[config.mk]
export PLATFORM = sky130hd
export DESIGN_NAME = prf_fade_mod
export DESIGN_NICKNAME = d
export VERILOG_FILES = /design/src/rtl/prf_pkg.sv /design/src/rtl/prf_lcg.sv /design/src/rtl/prf_dither.sv /design/src/rtl/prf_ratio.sv /design/src/rtl/prf_pinmix.sv /design/src/rtl/prf_fade_mod.sv
export SDC_FILE = /design/constraint.sdc
export NUM_CORES = 1
export LEC_CHECK = 0
export BUFFER_PORTS_ARGS = -buffer_cell sky130_fd_sc_hd__buf_2
export CAP_MARGIN = 25
export CORE_MARGIN = 3
export CORE_UTILIZATION = 40
export DETAILED_ROUTE_END_ITERATION = 16
export GPL_ROUTABILITY_DRIVEN = 0
export PLACE_DENSITY = 0.6
export SLEW_MARGIN = 5
export SYNTH_ARGS = -nofsm -noshare
export SYNTH_HDL_FRONTEND = slang
export SYNTH_SLANG_ARGS = --single-unit
[constraint.sdc]
create_clock -name clk -period 7.43 [get_ports clk]
set_clock_uncertainty 0.1 [all_clocks]
set_input_delay 1.486 -clock clk [delete_from_list [all_inputs] [get_ports clk]]
set_output_delay 1.486 -clock clk [all_outputs]
set_load 0.02 [all_outputs]
[src/rtl/prf_pkg.sv]
package prf_pkg;

    // Fade direction held for the duration of one fade.
    typedef enum logic {
        DIR_UP   = 1'b0,
        DIR_DOWN = 1'b1
    } fade_dir_e;

endpackage

[src/rtl/prf_lcg.sv]
// One step of the linear congruential generator plus extraction of the
// dither sample from the new state.
module prf_lcg #(
    parameter int              LCG_W   = 32,
    parameter int              OUT_W   = 15,
    parameter logic [LCG_W-1:0] LCG_MUL = 16217,
    parameter logic [LCG_W-1:0] LCG_INC = 9043
) (
    input  logic [LCG_W-1:0] state_cur,
    output logic [LCG_W-1:0] state_nxt,
    output logic [OUT_W-1:0] sample
);
    // Sample window ends one bit below the top of the state.
    localparam int TOP = LCG_W - 2;

    always_comb begin
        state_nxt = state_cur * LCG_MUL + LCG_INC;
        sample    = state_nxt[TOP -: OUT_W];
    end
endmodule

[src/rtl/prf_dither.sv]
// Carry out of sample + ratio, computed as a compare against the
// complement so no unused sum bits remain.
module prf_dither #(
    parameter int RATIO_W = 15
) (
    input  logic [RATIO_W-1:0] sample,
    input  logic [RATIO_W-1:0] ratio,
    output logic               hit
);
    always_comb begin
        hit = (sample > ~ratio);
    end
endmodule

[src/rtl/prf_ratio.sv]
// Ratio stepper: proposes the next ratio and flags when the move
// would leave the representable range.
module prf_ratio #(
    parameter int RATIO_W = 15,
    parameter int STEP_W  = 16
) (
    input  logic               down,
    input  logic [RATIO_W-1:0] ratio,
    input  logic [STEP_W-1:0]  step,
    output logic [RATIO_W-1:0] ratio_nxt,
    output logic               out_of_range
);
    localparam int EXT_W = ((RATIO_W > STEP_W) ? RATIO_W : STEP_W) + 1;

    logic [EXT_W-1:0] up_sum;
    logic [EXT_W-1:0] dn_dif;

    always_comb begin
        up_sum = EXT_W'(ratio) + EXT_W'(step);
        dn_dif = EXT_W'(ratio) - EXT_W'(step);
        if (down) begin
            ratio_nxt    = dn_dif[RATIO_W-1:0];
            // A borrow fills every bit above the ratio field.
            out_of_range = |dn_dif[EXT_W-1:RATIO_W];
        end else begin
            ratio_nxt    = up_sum[RATIO_W-1:0];
            out_of_range = |up_sum[EXT_W-1:RATIO_W];
        end
    end
endmodule

[src/rtl/prf_pinmix.sv]
// Per-pin selection between the frozen word and the modulated level.
module prf_pinmix #(
    parameter int PIN_W = 8
) (
    input  logic [PIN_W-1:0] keep,
    input  logic [PIN_W-1:0] mask,
    input  logic             level,
    output logic [PIN_W-1:0] word
);
    for (genvar i = 0; i < PIN_W; i++) begin : g_pin
        assign word[i] = mask[i] ? level : keep[i];
    end
endmodule

[src/rtl/prf_fade_mod.sv]
module prf_fade_mod
    import prf_pkg::*;
#(
    parameter int               PIN_W    = 8,
    parameter int               RATIO_W  = 15,
    parameter int               STEP_W   = 16,
    parameter int               BATCH    = 16383,
    parameter int               LCG_W    = 32,
    parameter logic [LCG_W-1:0] LCG_MUL  = 16217,
    parameter logic [LCG_W-1:0] LCG_INC  = 9043,
    parameter logic [LCG_W-1:0] LCG_SEED = 32'h0000_FFFF
) (
    input  logic              clk,
    input  logic              rst,
    input  logic              start,
    input  logic              fade_down,
    input  logic [STEP_W-1:0] speed,
    input  logic [PIN_W-1:0]  pin_mask,
    input  logic [PIN_W-1:0]  word_in,
    output logic [PIN_W-1:0]  word_out,
    output logic              ready
);
    localparam int               CNT_W     = (BATCH > 1) ? $clog2(BATCH) : 1;
    localparam logic [CNT_W-1:0] CNT_LAST  = CNT_W'(BATCH - 1);
    localparam logic [RATIO_W-1:0] RATIO_TOP = {RATIO_W{1'b1}};

    typedef struct packed {
        logic               busy;
        fade_dir_e          dir;
        logic [LCG_W-1:0]   lcg;
        logic [RATIO_W-1:0] ratio;
        logic [STEP_W-1:0]  step;
        logic [CNT_W-1:0]   cnt;
        logic [PIN_W-1:0]   mask;
        logic [PIN_W-1:0]   keep;
        logic [PIN_W-1:0]   word;
    } fade_state_t;

    fade_state_t st_d, st_q;

    logic [LCG_W-1:0]   lcg_nxt_d;
    logic [RATIO_W-1:0] sample_d;
    logic               hit_d;
    logic [RATIO_W-1:0] ratio_nxt_d;
    logic               ratio_end_d;
    logic               batch_end_d;
    logic               dir_is_down_d;
    logic [PIN_W-1:0]   word_dither_d;
    logic [PIN_W-1:0]   word_final_d;
    logic [PIN_W-1:0]   word_launch_d;
    logic [PIN_W-1:0]   keep_launch_d;

    // Views of held state for the bound checker.
    logic [PIN_W-1:0]   mask_held;
    logic               dir_held;
    logic [RATIO_W-1:0] ratio_held;

    assign dir_is_down_d = (st_q.dir == DIR_DOWN);
    assign batch_end_d   = (st_q.cnt == CNT_LAST);
    assign keep_launch_d = word_in & ~pin_mask;

    prf_lcg #(
        .LCG_W  (LCG_W),
        .OUT_W  (RATIO_W),
        .LCG_MUL(LCG_MUL),
        .LCG_INC(LCG_INC)
    ) u_lcg (
        .state_cur(st_q.lcg),
        .state_nxt(lcg_nxt_d),
        .sample   (sample_d)
    );

    prf_dither #(
        .RATIO_W(RATIO_W)
    ) u_dither (
        .sample(sample_d),
        .ratio (st_q.ratio),
        .hit   (hit_d)
    );

    prf_ratio #(
        .RATIO_W(RATIO_W),
        .STEP_W (STEP_W)
    ) u_ratio (
        .down        (dir_is_down_d),
        .ratio       (st_q.ratio),
        .step        (st_q.step),
        .ratio_nxt   (ratio_nxt_d),
        .out_of_range(ratio_end_d)
    );

    // Word during a dither cycle.
    prf_pinmix #(.PIN_W(PIN_W)) u_mix_dither (
        .keep (st_q.keep),
        .mask (st_q.mask),
        .level(hit_d),
        .word (word_dither_d)
    );

    // Word once the fade has reached its destination.
    prf_pinmix #(.PIN_W(PIN_W)) u_mix_final (
        .keep (st_q.keep),
        .mask (st_q.mask),
        .level(!dir_is_down_d),
        .word (word_final_d)
    );

    // Word at launch: masked pins sit at the starting level.
    prf_pinmix #(.PIN_W(PIN_W)) u_mix_launch (
        .keep (keep_launch_d),
        .mask (pin_mask),
        .level(fade_down),
        .word (word_launch_d)
    );

    always_comb begin
        st_d = st_q;
        if (st_q.busy) begin
            st_d.lcg  = lcg_nxt_d;
            st_d.word = word_dither_d;
            if (batch_end_d) begin
                st_d.cnt = '0;
                if (ratio_end_d) begin
                    st_d.busy = 1'b0;
                    st_d.word = word_final_d;
                end else begin
                    st_d.ratio = ratio_nxt_d;
                end
            end else begin
                st_d.cnt = st_q.cnt + 1'b1;
            end
        end else if (start) begin
            st_d.busy  = 1'b1;
            st_d.dir   = fade_down ? DIR_DOWN : DIR_UP;
            st_d.lcg   = LCG_SEED;
            st_d.ratio = fade_down ? RATIO_TOP : '0;
            st_d.step  = speed;
            st_d.cnt   = '0;
            st_d.mask  = pin_mask;
            st_d.keep  = keep_launch_d;
            st_d.word  = word_launch_d;
        end
    end

    always_ff @(posedge clk) begin
        if (rst) begin
            st_q <= '0;
        end else begin
            st_q <= st_d;
        end
    end

    assign word_out   = st_q.word;
    assign ready      = !st_q.busy;
    assign mask_held  = st_q.mask;
    assign dir_held   = dir_is_down_d;
    assign ratio_held = st_q.ratio;

endmodule

# Word-level counts from Yosys, hierarchy flattened
# Cells that the tools add are included.
[word_totals]
regBits = 103
inputBits = 36
output_inout_bits = 9
elab_cells = 69
[op_classes]
addsub = 4
multipliers = 1
n_lt_le_gt_ge = 1
n_eq_ne = 3
muxes = 40
bitwise_logic = 4
n_reduce_logical = 7
[ops]
columns = ["op", "n"]
rows = [
  ["103-bit 2-to-1 mux", 1],
  ["15-bit 2-to-1 mux", 4],
  ["47-bit 2-to-1 mux", 1],
  ["32-bit by 14-bit adder with 32-bit output (second input constant)", 1],
  ["32-bit by 14-bit multiplier with 32-bit output (second input constant)", 1],
  ["1-bit 2-to-1 mux", 29],
  ["14-bit 2-to-1 mux", 2],
  ["8-bit 2-to-1 mux", 3],
  ["15-bit by 16-bit adder with 17-bit output", 1],
  ["15-bit by 16-bit subtractor with 17-bit output", 1],
  ["15-bit greater-than comparator", 1],
  ["15-bit NOT", 1],
  ["14-bit by 1-bit adder with 14-bit output (second input constant)", 1],
  ["14-bit equality test (second input constant)", 1],
  ["8-bit AND", 1],
  ["8-bit NOT", 1],
  ["2-bit OR reduction", 2],
  ["3-bit AND reduction", 1],
  ["1-bit zero test", 2],
  ["2-bit by 1-bit inequality test with 1-bit output (second input constant)", 1],
  ["2-bit inequality test (second input constant)", 1],
  ["2-bit AND reduction", 1],
  ["2-bit nonzero test", 1],
  ["1-bit NOT", 1],
]

# Longest topological paths before layout
[depth]
word_depth = 7
mapped_depth = 32
depth_no_buf = 32

# Modules after synthesis
# Synthesis repeated with hierarchy kept, for this count alone.
[unflattened]
cells_unflattened = 1515
area_unflattened_um2 = 13311.5
[by_module_without_submodules]
columns = ["module", "n_inst", "cells_per_inst", "area_each_um2"]
rows = [
  ["prf_lcg", 1, 725, 6931.6],
  ["prf_fade_mod", 1, 498, 4221.5],
  ["prf_ratio", 1, 228, 1552.7],
  ["prf_dither", 1, 40, 335.3],
  ["prf_pinmix", 3, 8, 90.1],
]

# Worst setup path after synthesis
# No wires, ideal clock.
[synth_timing]
path_kind = "reg2reg"
start = "register st_q[74] (netlist bit)"
end = "register st_q, in the netlist word_out[1]"
t_arrival_ns = 6.838
slack_ns = 0.389
path_stages_with_launch = 28
n_path_buf = 0
period_less_slack_ns = 7.041
path_cell_list = "dfxtp_1 > inv_1 > fa_1 > fa_1 > inv_1 > fa_1 > fa_1 > fa_1 > ha_1 > ha_1 > a2111oi_0 > o21a_1 > o21ai_1 > a41o_1 > a21o_1 > a31oi_1 > o21bai_1 > xor2_1 > ha_1 > nand4_1 > nor2_1 > nand2_1 > a21oi_1 > o22ai_1 > a41oi_2 > nand2b_2 > mux2i_1 > a2111oi_2"
[synth_between]
elab_chain_len = 7
[synth_lines]
columns = ["item", "line_no", "source"]
rows = [
  ["start, declared", "prf_fade_mod.sv:39", "fade_state_t st_d, st_q;"],
  ["start signal, assigned", "prf_fade_mod.sv:149", "st_q <= st_d;"],
  ["32-bit by 14-bit multiplier with 32-bit output *", "prf_lcg.sv:17", "state_nxt = state_cur * LCG_MUL + LCG_INC;"],
  ["32-bit by 14-bit adder with 32-bit output *", "prf_lcg.sv:17", ""],
  ["15-bit greater-than comparator *", "prf_dither.sv:11", "hit = (sample > ~ratio);"],
  ["1-bit 2-to-1 mux *", "prf_pinmix.sv:11", "assign word[i] = mask[i] ? level : keep[i];"],
  ["8-bit 2-to-1 mux", "prf_fade_mod.sv:123", "if (ratio_end_d) begin"],
  ["8-bit 2-to-1 mux *", "prf_fade_mod.sv:121", "if (batch_end_d) begin"],
  ["8-bit 2-to-1 mux *", "prf_fade_mod.sv:118", "if (st_q.busy) begin"],
]
# Every way passes the cells marked *; elsewhere a longest branch is shown, timed or not.
# A chain may end at the register's enable or synchronous reset.

# Final worst setup path
[layout_timing]
start = "register st_q[72] (netlist bit)"
end = "register st_q, in the netlist word_out[5]"
# The elaborated chain is that of the path after synthesis.

==> qor.csv <==
stage;metric;value;unit
run_status;status;completed;
cts;clk_latency;0.37;ns
detailed_routing;vias;9265;
global_route;grt_pass1_vias;9210;
worst_setup_path;crit_buf_inv;5;
cts;cts-htree-levels;3;
final_layout;post_route_cells_drive_above_1_share;13.1;%
floorplan;rows;62;
detailed_routing;via_per_inst;5.26;
synth;ys_seq_area_share;17.0;%
job;maxCapViolations;0;
cts;cts_buffer_depth;2;
synth;synth_ff_type;dfxtp_1;
worst_setup_path;critPathMaxStageDelay;0.60;ns
floorplan;fp.dieH;179;um
worst_setup_path;end_kind;flop;
worst_setup_path;crit_type;flop to flop;
cts;clk_pin_slew;0.08;ns
synth;synth_simple_gate_area_share;10.5;%
timing;max_freq;139;MHz
floorplan;start_util;41.2;%
final_layout;most-common-layout-cells;inv_1 (219), ha_1 (152), fa_1 (138);
timing;relSlewSlack;36.9;%
detailed_routing;wl_per_cell;16.5;um
final_layout;layout_commonest_cell;inv_1;
final_layout;fillers;2842;
worst_setup_path;cp_max_fo;4;
final_layout;final_cells;1763;
worst_setup_path;critPathTopFamily;adder cells;
final_layout;regArea;2070;um^2
timing;drv_slew;0;
synth;synthAdderAreaFrac;42.4;%
detailed_routing;drc;0;
synth;synth-compound-area-share;16.5;%
synth;synthTopCellsByArea;fa_1 (25%), ha_1 (17%), dfxtp_1 (17%);
worst_setup_path;crit_arrival;7.33;ns
cts;clock_sinks;102;
global_route;grt_max_degree;56;
floorplan;core_area;29100;um^2
synth;post-synth-top-area-fraction;25.0;%
timing;fin_crit;7.17;ns
final_layout;syn_to_final_growth;12.1;%
detailed_routing;ant_nets;0;
synth;muxShareOfSynthArea;0.678;%
synth;synth_top_family_by_area;adder cells;
synth;syn_area;12000;um^2
floorplan;dieArea;32100;um^2
detailed_routing;routed_wl;29100;um
worst_setup_path;required;7.59;ns
synth;synth_nets;1673;
global_route;grt_usage;18.9;%
placed_design;port-buffer-count;44;
cts;cts-root-buf;clkbuf_16;
worst_setup_path;slowest_stage;fa_1;
timing;worst_slew_pin_slew;0.946;ns
final_layout;num_antenna_cells;0;
final_layout;multi_input_area;9130;um^2
global_route;grt_pass1_wl;48000;um
hold_path;hold_class;flop to flop;
synth;netlist_instances;1321;
timing;final-setup-viol-count;0;
synth;synth-edff-count;0;
synth;ys_async_sr_fraction;0;%
synth;yosys_warnings;0;
synth;ys_ff_latch;102;
detailed_routing;drt_iter0_drc;409;
floorplan;boundaryPins;45;
cts;postCtsHoldBufs;0;
detailed_routing;dr.pass1.iters;5;
final_layout;final_nets;1726;
synth;synth-xor-area-share;3.94;%
timing;finalHoldViolations;0;
cts;numCtsBuffers;9;
synth;avgSynthCellArea;9.08;um^2
worst_setup_path;crit_top_cell;inv_1;
placed_design;dp.cells;1736;
cts;cts_tree;done;
global_route;grt_overflow_total;0;
global_route;antenna_found_initial;0;
synth;synth_top_area_cell;fa_1;
floorplan;die_x;179;um
placed_design;place_hpwl;23600;um
worst_setup_path;startpoint_type;flop;
synth;synth_cell_types;71;
timing;finalCritPeriodShare;96.6;%
-- routing by layer --
layer / GRT usage, % / wire [um] / vias up
met3: 3.41 / 1440 / 28
met1: 27.9 / 14400 / 4479
met2: 29.0 / 12800 / 214
li1: - / - / 4544
met5: 0 / 0 / -
met4: 3.80 / 400 / 0
-- sequential cells by signal, indices dropped and copies added (netlist names) --
| register | count |
|---|---|
| word_out | 8 |
| st_q | 70 |
| dir_held | 1 |
| ratio_held | 15 |
| mask_held | 8 |
-- cell usage after synthesis (18+ instances only) --
master    number
inv_1        222
o21ai_0       37
nor3_1        21
a211oi_1      33
fa_1         150
nor2_1        75
xor2_1        18
a21oi_1      107
clkbuf_1      40
nand2_1       92
xnor2_1       36
ha_1         166
dfxtp_1      102
-- cell type report --
cell class	count	area share, %
multi-input combinational	942	68.0
sequential	102	15.4
inverter	224	6.26
timing repair buffer	95	4.52
tap	384	3.58
clock buffer	9	1.68
clock inverter	7	0.549
-- worst reg2reg max path: cells and delay by family (launching register included) --
kind / cells / cell delay [ns]
compound gates: 10 / 2.00
xor+xnor: 1 / 0.14
fa+ha+maj: 8 / 3.47
buf+inv: 5 / 0.35
flops: 1 / 0.34
mux: 1 / 0.10
simple gates: 4 / 0.56
-- logic make-up after synthesis --
kind of cell,Yosys count
buffers and inverters,277
XOR/XNOR,54
AO/OA/AOI/OAI,294
adder cells (fa/ha/maj),316
multiplexers,8
AND/OR/NAND/NOR,270
flip-flops,102
-- through the flow --
| step | setup TNS (ns) | setup WS (ns) | instance area (um^2) | utilization [%] | hold slack (ns) |
|---|---|---|---|---|---|
| CTS | 0 | 0.00616 | 13100 | 44.9 | 0.356 |
| floorplan | 0 | 0.389 | 12000 | - | 0.333 |
| detailed placement | -0.0125 | -0.0125 | 12800 | 43.9 | 0.345 |
| global route | -0.165 | -0.0515 | 13400 | 46.2 | 0.373 |
| global placement | 0 | 0.107 | 12800 | 43.8 | 0.344 |
| finish | 0 | 0.256 | 13400 | 46.2 | 0.355 |
-- what timing repair did --
| action | 4_1_cts | 5_1_grt |
|---|---|---|
| gates resized for setup | 4 | 63 |
| pin swaps | 0 | 49 |
| setup endpoints to repair | 4 | 8 |
| buffers inserted | 0 | 11 |
-- worst paths after layout --
path	start	endpoint	cells after the start	slack [ns]
worst max-delay path	st_q[72]	word_out[5]	29	0.26
worst min register to register	st_q[8]	st_q[8]	2	0.36
worst max register to register	st_q[72]	word_out[5]	29	0.26
worst min-delay path	st_q[8]	st_q[8]	2	0.36
Power is left out: the tool's default activity adds up to more than one toggle a clock period on the data nets, which glitch-free logic cannot reach.
